==> src/rtl/pollEnginePkg.sv <==
package pollEnginePkg;

  typedef enum logic [1:0] {
    ST_IDLE  = 2'd0,
    ST_POLL  = 2'd1,
    ST_CONF1 = 2'd2,
    ST_CONF2 = 2'd3
  } pollState_t;

  // strobes from control to datapath
  typedef struct packed {
    logic load;       // capture start parameters, clear count and history
    logic take;       // a read completed this cycle
    logic inPoll;     // the completed read belongs to the polling phase
    logic clearHist;  // forget the bit-6 history
  } pollStrobe_t;

endpackage

==> src/rtl/pollData.sv <==
module pollData #(
  parameter int AW = 20,
  parameter int DW = 16,
  parameter int CW = 16
) (
  input  logic                       clk,
  input  logic                       rstN,
  input  pollEnginePkg::pollStrobe_t stb,
  input  logic [AW-1:0]              targetAddr,
  input  logic [DW-1:0]              expectData,
  input  logic                       useToggle,
  input  logic                       isErase,
  input  logic [CW-1:0]              pollLimit,
  input  logic [DW-1:0]              rdData,
  output logic [AW-1:0]              rdAddr,
  output logic [CW-1:0]              pollCount,
  output logic                       hit,
  output logic                       confOk,
  output logic                       lastRead
);

  localparam int STATUS_BIT = 7;
  localparam int TOGGLE_BIT = 6;
  localparam logic [CW-1:0] ONE = CW'(1);

  logic [AW-1:0] addrQ;
  logic [DW-1:0] expQ;
  logic          toggleQ;
  logic          eraseQ;
  logic [CW-1:0] limitQ;
  logic [CW-1:0] cntQ;
  logic          prevBit;
  logic          prevValid;
  logic [CW:0]   cntNext;

  always_ff @(posedge clk) begin
    if (!rstN) begin
      addrQ     <= '0;
      expQ      <= '0;
      toggleQ   <= 1'b0;
      eraseQ    <= 1'b0;
      limitQ    <= ONE;
      cntQ      <= '0;
      prevBit   <= 1'b0;
      prevValid <= 1'b0;
    end else if (stb.load) begin
      addrQ     <= targetAddr;
      expQ      <= expectData;
      toggleQ   <= useToggle;
      eraseQ    <= isErase;
      limitQ    <= (pollLimit == '0) ? ONE : pollLimit;
      cntQ      <= '0;
      prevValid <= 1'b0;
    end else begin
      if (stb.take) cntQ <= cntQ + ONE;
      if (stb.clearHist) begin
        prevValid <= 1'b0;
      end else if (stb.take && stb.inPoll) begin
        prevBit   <= rdData[TOGGLE_BIT];
        prevValid <= 1'b1;
      end
    end
  end

  always_comb begin
    if (toggleQ)
      hit = prevValid && (rdData[TOGGLE_BIT] == prevBit);
    else if (eraseQ)
      hit = rdData[STATUS_BIT];
    else
      hit = (rdData[STATUS_BIT] == expQ[STATUS_BIT]);
  end

  assign confOk    = eraseQ ? (&rdData) : (rdData == expQ);
  assign cntNext   = {1'b0, cntQ} + {1'b0, ONE};
  assign lastRead  = (cntNext >= {1'b0, limitQ});
  assign rdAddr    = addrQ;
  assign pollCount = cntQ;

endmodule

==> src/rtl/pollCtrl.sv <==
module pollCtrl (
  input  logic                       clk,
  input  logic                       rstN,
  input  logic                       start,
  input  logic                       rdAck,
  input  logic                       hit,
  input  logic                       confOk,
  input  logic                       lastRead,
  output pollEnginePkg::pollStrobe_t stb,
  output logic                       rdReq,
  output logic                       done,
  output logic                       error
);
  import pollEnginePkg::*;

  pollState_t stateQ, stateD;
  logic doneD, errorD;

  assign rdReq = (stateQ != ST_IDLE);

  always_comb begin
    stateD        = stateQ;
    doneD         = 1'b0;
    errorD        = 1'b0;
    stb.load      = 1'b0;
    stb.take      = rdReq && rdAck;
    stb.inPoll    = (stateQ == ST_POLL);
    stb.clearHist = 1'b0;
    unique case (stateQ)
      ST_IDLE: begin
        if (start) begin
          stb.load = 1'b1;
          stateD   = ST_POLL;
        end
      end
      ST_POLL: begin
        if (stb.take) begin
          if (lastRead) begin
            errorD = 1'b1;
            stateD = ST_IDLE;
          end else if (hit) begin
            stateD = ST_CONF1;
          end
        end
      end
      ST_CONF1: begin
        if (stb.take) begin
          if (!confOk) stb.clearHist = 1'b1;
          if (lastRead) begin
            errorD = 1'b1;
            stateD = ST_IDLE;
          end else begin
            stateD = confOk ? ST_CONF2 : ST_POLL;
          end
        end
      end
      ST_CONF2: begin
        if (stb.take) begin
          if (confOk) begin
            doneD  = 1'b1;
            stateD = ST_IDLE;
          end else begin
            stb.clearHist = 1'b1;
            errorD = lastRead;
            stateD = lastRead ? ST_IDLE : ST_POLL;
          end
        end
      end
      default: stateD = ST_IDLE;
    endcase
  end

  always_ff @(posedge clk) begin
    if (!rstN) begin
      stateQ <= ST_IDLE;
      done   <= 1'b0;
      error  <= 1'b0;
    end else begin
      stateQ <= stateD;
      done   <= doneD;
      error  <= errorD;
    end
  end

endmodule

==> src/rtl/pollEngine.sv <==
module pollEngine #(
  parameter int AW = 20,
  parameter int DW = 16,
  parameter int CW = 16
) (
  input  logic          clk,
  input  logic          rstN,
  input  logic          start,
  input  logic [AW-1:0] targetAddr,
  input  logic [DW-1:0] expectData,
  input  logic          useToggle,
  input  logic          isErase,
  input  logic [CW-1:0] pollLimit,
  output logic          rdReq,
  output logic [AW-1:0] rdAddr,
  input  logic          rdAck,
  input  logic [DW-1:0] rdData,
  output logic          done,
  output logic          error,
  output logic [CW-1:0] pollCount
);

  pollEnginePkg::pollStrobe_t stb;
  logic hit, confOk, lastRead;

  pollCtrl u_ctrl (
    .clk(clk), .rstN(rstN), .start(start), .rdAck(rdAck),
    .hit(hit), .confOk(confOk), .lastRead(lastRead),
    .stb(stb), .rdReq(rdReq), .done(done), .error(error)
  );

  pollData #(.AW(AW), .DW(DW), .CW(CW)) u_data (
    .clk(clk), .rstN(rstN), .stb(stb),
    .targetAddr(targetAddr), .expectData(expectData),
    .useToggle(useToggle), .isErase(isErase), .pollLimit(pollLimit),
    .rdData(rdData), .rdAddr(rdAddr), .pollCount(pollCount),
    .hit(hit), .confOk(confOk), .lastRead(lastRead)
  );

endmodule

==> config.mk <==
export PLATFORM = sky130hd
export DESIGN_NAME = pollEngine
export DESIGN_NICKNAME = d
export VERILOG_FILES = /design/src/rtl/pollEnginePkg.sv /design/src/rtl/pollData.sv /design/src/rtl/pollCtrl.sv /design/src/rtl/pollEngine.sv
export SDC_FILE = /design/constraint.sdc
export NUM_CORES = 1
export LEC_CHECK = 0
export CORE_MARGIN = 3
export CORE_UTILIZATION = 62
export DETAILED_ROUTE_END_ITERATION = 12
export DONT_BUFFER_PORTS = 1
export PLACE_DENSITY = 0.75
export SYNTH_ARGS = -nofsm -noshare
export SYNTH_HDL_FRONTEND = slang
export SYNTH_SLANG_ARGS = --single-unit
==> constraint.sdc <==
create_clock -name clk -period 3.4 [get_ports clk]
set_input_delay 0.34 -clock clk [delete_from_list [all_inputs] [get_ports clk]]
set_output_delay 0.34 -clock clk [all_outputs]
set_load 0.005 [all_outputs]
==> flow_metrics.env, run 1 <==
export IMPL_netSwitchingFraction=0.308
export IMPL_worstHoldStart="rstN"
export IMPL_setup_slack_ns=0.361
export IMPL_cp_end_kind="flip-flop"
export IMPL_critPathRequiredTime_ns=3.63
export IMPL_use_met3=0.100
export IMPL_critical_path_class="reg2reg"
export IMPL_drive_above_1_share=0.0506
export IMPL_ys_warnings_count=0
export IMPL_cp_cell_sequence="ha_1 > nand3_1 > nor2_1 > xor2_1 > ha_1 > a21oi_1 > o21ai_0 > a221oi_1 > and4b_1 > o211ai_1 > o211a_1"
export IMPL_p_leak_nw=1.52
export IMPL_root_buffer="clkbuf_8"
export IMPL_drv_slew=0
export IMPL_clk_pin_slew_ns=0.08
export IMPL_remaining_drc_errors=0
export IMPL_grt_usage=0.235
export IMPL_cts_buffer_depth=2
export IMPL_finalNetCount=560
export IMPL_cts_repair_resized=0
export IMPL_via_count=3068
export IMPL_cts_sinks=76
export IMPL_routed_wl_mm=8.12
export IMPL_tightest_slew_ns=0.950
export IMPL_ioPinCount=113
export IMPL_fmax_mhz=329
export IMPL_htree_num_levels=3
export IMPL_max_cap_violations=0
export IMPL_antenna_cells=0
export IMPL_crit_top_cell="ha_1"
export IMPL_grt_pass1_vias=2975
export IMPL_syn_nets=569
export IMPL_numCtsBuffers=9
export IMPL_synth_seq_area_share=0.413
export IMPL_p_seq_frac=0.508
export IMPL_synth_enable_flop_cells=0
export IMPL_hpwl_mm=5.93
export IMPL_setup_tns_ns=0
export IMPL_net_switching_power_mw=0.634
export IMPL_slew_headroom=0.367
export IMPL_cts_hold_buf=0
export IMPL_vdd_ir_drop_max_mv=0.419
export IMPL_cp_max_fo=6
export IMPL_synthCells=478
export IMPL_synth_top_area_share=0.413
export IMPL_start_util=0.653
export IMPL_ys_async_sr_fraction=0
export IMPL_syn_avg_cell_area_um2=7.71
export IMPL_crit_buf_inv=0
export IMPL_pwr_share_comb=0.185
export IMPL_finalSetupViolations=0
export IMPL_fin_worst_skew_ns=0.0113
export IMPL_rsz0062_at_grt="false"
export IMPL_syn_to_final_growth_pct=5.63
export IMPL_vias_per_cell=5.62
export IMPL_clock_latency_ns=0.34
export IMPL_utilization=0.690
export IMPL_start_kind="flip-flop"
export IMPL_die_area_um2=6910
export IMPL_antenna_found_initial=0
export IMPL_cts_tree="yes"
export IMPL_grt_pass1_wl_mm=13.4
export IMPL_timing_rr_start="u_data.pollCount[0]"
export IMPL_final_antenna_net_count=0
export IMPL_cpPeakStageDelay_ns=0.48
export IMPL_die_w_um=83.1
export IMPL_wl_per_cell_um=14.9
export IMPL_period_share=0.894
export IMPL_syn_area_um2=3690
export IMPL_power_frac_clock=0.307
export IMPL_n_fill_cell=501
export IMPL_num_rows=27
export IMPL_core_area_um2=5640
export IMPL_gr_total_overflow=0
export IMPL_die_y_um=83.1
export IMPL_critPathTopFamily="simple AND/OR/NAND/NOR gates"
export IMPL_powerDensity_nw_per_um2=528
export IMPL_intPower_mw=1.42
export IMPL_port_buffers=0
export IMPL_hold_viol=0
export IMPL_pre_cts_ws_ns=0.423
export IMPL_power_mw=2.06
export IMPL_cpMaxStageDelayCell="dfxtp_1"
export IMPL_hold_path_class="in2reg"
export IMPL_synth_top_area_cell="dfxtp_1"
export IMPL_top_usage_layer="met2"
export IMPL_grtUsageMet1=0.268
export IMPL_drtIter0Drc=139
export IMPL_status="finished clean"
export IMPL_synthFlopType="dfxtp_1"
export IMPL_startpoint="u_data.pollCount[0]"
export IMPL_synthTopCellsByArea="dfxtp_1 41%, nand2_1 13%, a21oi_1 8.7%"
export IMPL_timing_final_crit_period_ns=3.04
export IMPL_ys_seq_elements=76
export IMPL_cts_setup_buffers=0
export IMPL_synth_distinct_cells=40
export IMPL_firstDrtPassIters=4
export IMPL_holdWs_ns=0.0790
export IMPL_arrival_ns=3.26
export IMPL_grt_max_degree=57
export IMPL_place_congestion=0.946
export IMPL_globalRouteMet2Util=0.393
## logic make-up (layout without fill, tap and decap cells)
kind of cell,Yosys count,count (layout),synth area share
DFF,76,76,0.413
and+or+nand+nor,208,208,0.247
xor gates and xnor gates,44,44,0.105
adders and majority gates,17,17,0.0577
buffers and inverters,45,41,0.0465
muxes,1,1,0.00272
AOI/OAI and AO/OA,87,87,0.128
## cell usage after synthesis (2+ instances only)
cell type	number
a21boi_0	2
a21oi_1	64
a31oi_1	3
and3_1	2
buf_1	3
buf_2	2
clkbuf_1	18
dfxtp_1	76
ha_1	17
inv_1	22
nand2_1	129
nand2b_1	4
nand3_1	12
nand4_1	8
nor2_1	28
nor3_1	6
nor4_1	6
o21ai_0	9
or3_1	4
xnor2_1	19
xor2_1	25
## final timing paths
check                            to  slack (ns)  cells past startpoint
setup reg to reg   u_ctrl.stateQ[0]        0.36                     11
setup / recovery   u_ctrl.stateQ[0]        0.36                     11
hold / removal     u_data.limitQ[0]        0.08                      1
hold reg to reg   u_data.limitQ[12]        0.46                      2
## flip-flops by register name, summed over array words and instances (netlist names)
signal            cells
u_data.eraseQ         1
u_data.prevValid      1
u_data.pollCount     16
u_data.prevBit        1
u_ctrl.stateQ         2
u_data.expQ          16
u_data.limitQ        16
u_ctrl.done           1
u_data.rdAddr        20
u_ctrl.error          1
u_data.toggleQ        1
## power by group through the flow
stage          clock, mW  sequential (mW)  combinational, mW
6_report           0.630             1.04              0.381
2_1_floorplan          0             1.04              0.327
4_1_cts            0.636             1.05              0.383
5_1_grt            0.678             1.06              0.442
3_5_place_dp           0             1.07              0.382
3_3_place_gp           0             1.06              0.370
## worst reg2reg max path, cell delays in order (launching register included)
cell      delay, ns
dfxtp_1        0.48
ha_1           0.26
nand3_1        0.22
nor2_1         0.35
xor2_1         0.20
ha_1           0.26
a21oi_1        0.15
o21ai_0        0.13
a221oi_1       0.29
and4b_1        0.31
o211ai_1       0.12
o211a_1        0.15
## cell usage in the layout (no fill, tap or decap), types with 2 or more instances in the layout
cell / synthesis / final
nand2b_1: 4 / 4
clkbuf_8: 0 / 11
a21boi_0: 2 / 2
xnor2_1: 19 / 19
nand2_1: 129 / 128
nand4_1: 8 / 8
dfxtp_1: 76 / 76
nor2_1: 28 / 28
nor3_1: 6 / 6
inv_1: 22 / 22
o21ai_0: 9 / 9
clkbuf_1: 18 / 2
nand2_2: 1 / 2
ha_1: 17 / 17
xor2_1: 25 / 25
and3_1: 2 / 2
a21oi_1: 64 / 64
a31oi_1: 3 / 3
nand3_1: 12 / 12
nor4_1: 6 / 6
or3_1: 4 / 4
buf_4: 0 / 3
## final cells by class
type                            instances  area [um^2]  share of cell area
Multi-Input combinational cell        357         2000               0.513
Sequential cell                        76         1520               0.391
Clock buffer                           13          159              0.0408
Tap cell                               72         90.1              0.0231
Inverter                               22         82.6              0.0212
Timing Repair Buffer                    3         22.5             0.00578
Clock inverter                          3         21.3             0.00546
## metal layers
metal / wire length [um] / up-vias / part of all wire
met5: 0 / - / 0
met4: 113 / 0 / 0.014
met3: 783 / 12 / 0.096
met2: 3760 / 103 / 0.46
met1: 3460 / 1388 / 0.43
li1: - / 1565 / -
## stage by stage
step	instance area, um^2	instances
2_1_floorplan	3690	478
3_3_place_gp	3710	530
3_5_place_dp	3710	530
4_1_cts	3890	546
5_1_grt	3890	546
6_report	3890	546
Power figures use the tool's default switching activity.
==> run 2, diff against run 1 <==
--- a/config.mk
+++ b/config.mk
@@ -6,10 +6,10 @@
 export NUM_CORES = 1
 export LEC_CHECK = 0
 export CORE_MARGIN = 3
-export CORE_UTILIZATION = 62
+export CORE_UTILIZATION = 50
 export DETAILED_ROUTE_END_ITERATION = 12
 export DONT_BUFFER_PORTS = 1
-export PLACE_DENSITY = 0.75
+export PLACE_DENSITY = 0.62
 export SYNTH_ARGS = -nofsm -noshare
 export SYNTH_HDL_FRONTEND = slang
 export SYNTH_SLANG_ARGS = --single-unit
==> run 2 against run 1 <==
Compared with the run above: flip-flop and latch count did not move; sequential share of layout area decreased by 0.25 points; sequential power about the same; fmax grew 2.3%; wire length up 3.3%; clock power fell by 0.6%; combinational power about the same; worst hold slack worse by 0.0083 ns.
==> flow_metrics.env, run 2 (synthesis gave the netlist of run 1 again) <==
export IMPL_root_buffer="clkbuf_8"
export IMPL_grt_pass1_wl_mm=13.8
export IMPL_hpwl_mm=6.04
export IMPL_vdd_ir_drop_max_mv=0.312
export IMPL_die_area_um2=8440
export IMPL_hold_end="u_data.limitQ[0]"
export IMPL_die_y_um=91.9
export IMPL_vias_per_cell=5.28
export IMPL_syn_to_final_growth_pct=6.31
export IMPL_placed_cell_area_um2=3740
export IMPL_arrival_ns=3.21
export IMPL_slew_headroom=0.349
export IMPL_start_util=0.528
export IMPL_tightest_slew_ns=0.977
export IMPL_hold_path_class="in2reg"
export IMPL_cts_tree="yes"
export IMPL_status="finished clean"
export IMPL_htree_num_levels=3
export IMPL_cts_setup_buffers=0
export IMPL_max_cap_violations=0
export IMPL_stdcell_area_um2=3920
export IMPL_holdPathStages=1
export IMPL_r2r_worst_path_cells=11
export IMPL_rsz0062_at_grt="false"
export IMPL_cp_end_kind="flip-flop"
export IMPL_finalSetupViolations=0
export IMPL_remaining_drc_errors=0
export IMPL_n_fill_cell=673
export IMPL_critical_path_class="reg2reg"
export IMPL_hold_viol=0
export IMPL_firstDrtPassIters=4
export IMPL_antenna_cells=0
export IMPL_p_leak_nw=1.50
export IMPL_via_count=3009
export IMPL_holdWs_ns=0.0707
export IMPL_drv_slew=0
export IMPL_power_mw=2.05
export IMPL_fin_worst_skew_ns=0.0151
export IMPL_port_buffers=0
export IMPL_largest_reg_flops=20
export IMPL_grt_usage=0.203
export IMPL_place_congestion=0.844
export IMPL_cts_hold_buf=0
export IMPL_fmax_mhz=337
export IMPL_cts_repair_resized=0
export IMPL_ioPinCount=113
export IMPL_drtIter0Drc=105
export IMPL_wl_per_cell_um=14.7
export IMPL_drive_above_1_share=0.0527
export IMPL_timing_rr_start="u_data.pollCount[0]"
export IMPL_num_rows=30
export IMPL_numCtsBuffers=9
export IMPL_setup_tns_ns=0
export IMPL_core_area_um2=6980
export IMPL_cts_buffer_depth=2
export IMPL_timing_final_crit_period_ns=2.97
export IMPL_r2r_slack_ns=0.43
export IMPL_cp_max_fo=6
export IMPL_final_common_cell="nand2_1"
export IMPL_routed_wl_mm=8.39
export IMPL_antenna_found_initial=0
export IMPL_period_share=0.873
export IMPL_gr_total_overflow=0
export IMPL_final_cell_mix="128 x nand2_1, 76 x dfxtp_1, 64 x a21oi_1"
export IMPL_instances_no_fill=570
export IMPL_clk_pin_slew_ns=0.09
export IMPL_cts_sinks=76
export IMPL_finalNetCount=560
export IMPL_powerDensity_nw_per_um2=523
export IMPL_dp_cells=554
export IMPL_grt_pass1_vias=2899
export IMPL_final_antenna_net_count=0
export IMPL_die_w_um=91.9
export IMPL_clock_latency_ns=0.35
export IMPL_grt_max_degree=56
export IMPL_start_kind="flip-flop"
export IMPL_worstHoldStart="rstN"
export IMPL_r2r_end="u_ctrl.stateQ[0]"
export IMPL_critPathRequiredTime_ns=3.64
## run 2: cell types whose count changed in the layout (fill, tap and decap cells not counted), sizes merged
| cell | change |
|---|---|
| inv | +2 |
| clkinvlp | +3 |
| clkbuf | -3 |
| clkinv | -2 |
## run 2: critical path, cell delays in order, from the launching register on
cell and delay [ns]:
dfxtp_1 0.48, ha_1 0.25, nand3_1 0.20, nor2_1 0.35, xor2_1 0.20, ha_1 0.27, a21oi_1 0.14, o21ai_0 0.11
a221oi_1 0.29, and4b_1 0.30, o211ai_1 0.11, o211a_1 0.15
## run 2: metal layers
metal,GRT usage,wire length (um)
met5,0,0
met4,0.0681,114
met3,0.0853,699
met2,0.325,3940
met1,0.245,3630
## run 2: cell type report
type                    count  area [um^2]  share of cell area
inverters                  22         82.6              0.0211
clock inverters             6         47.5              0.0121
well taps                  96          120              0.0307
clock buffers              10          128              0.0326
repair buffers              3         22.5             0.00575
flip-flops and latches     76         1520               0.388
multi-input cells         357         2000               0.510
## run 2: where the power goes
part	internal, mW	switching (mW)
combinational	0.138	0.239
sequential	0.977	0.0677
clock	0.270	0.356
total	1.39	0.663
## run 2: worst max-delay path by stage
stage	start	end	slack [ns]	cells past startpoint
floorplan	u_data.pollCount[0]	u_ctrl.error	0.78	12
global placement	u_data.pollCount[0]	u_ctrl.error	0.56	12
detailed placement	u_data.pollCount[0]	u_ctrl.error	0.46	12
CTS	u_data.pollCount[0]	u_ctrl.error	0.42	12
global route	u_data.pollCount[0]	u_ctrl.error	0.07	12
finish	u_data.pollCount[0]	u_ctrl.stateQ[0]	0.43	11
## run 2: through the flow
| step | setup slack, ns | util |
|---|---|---|
| finish | 0.430 | 0.561 |
| floorplan | 0.776 | - |
| global placement | 0.557 | 0.536 |
| detailed placement | 0.464 | 0.536 |
| CTS | 0.419 | 0.561 |
| global route | 0.0689 | 0.561 |
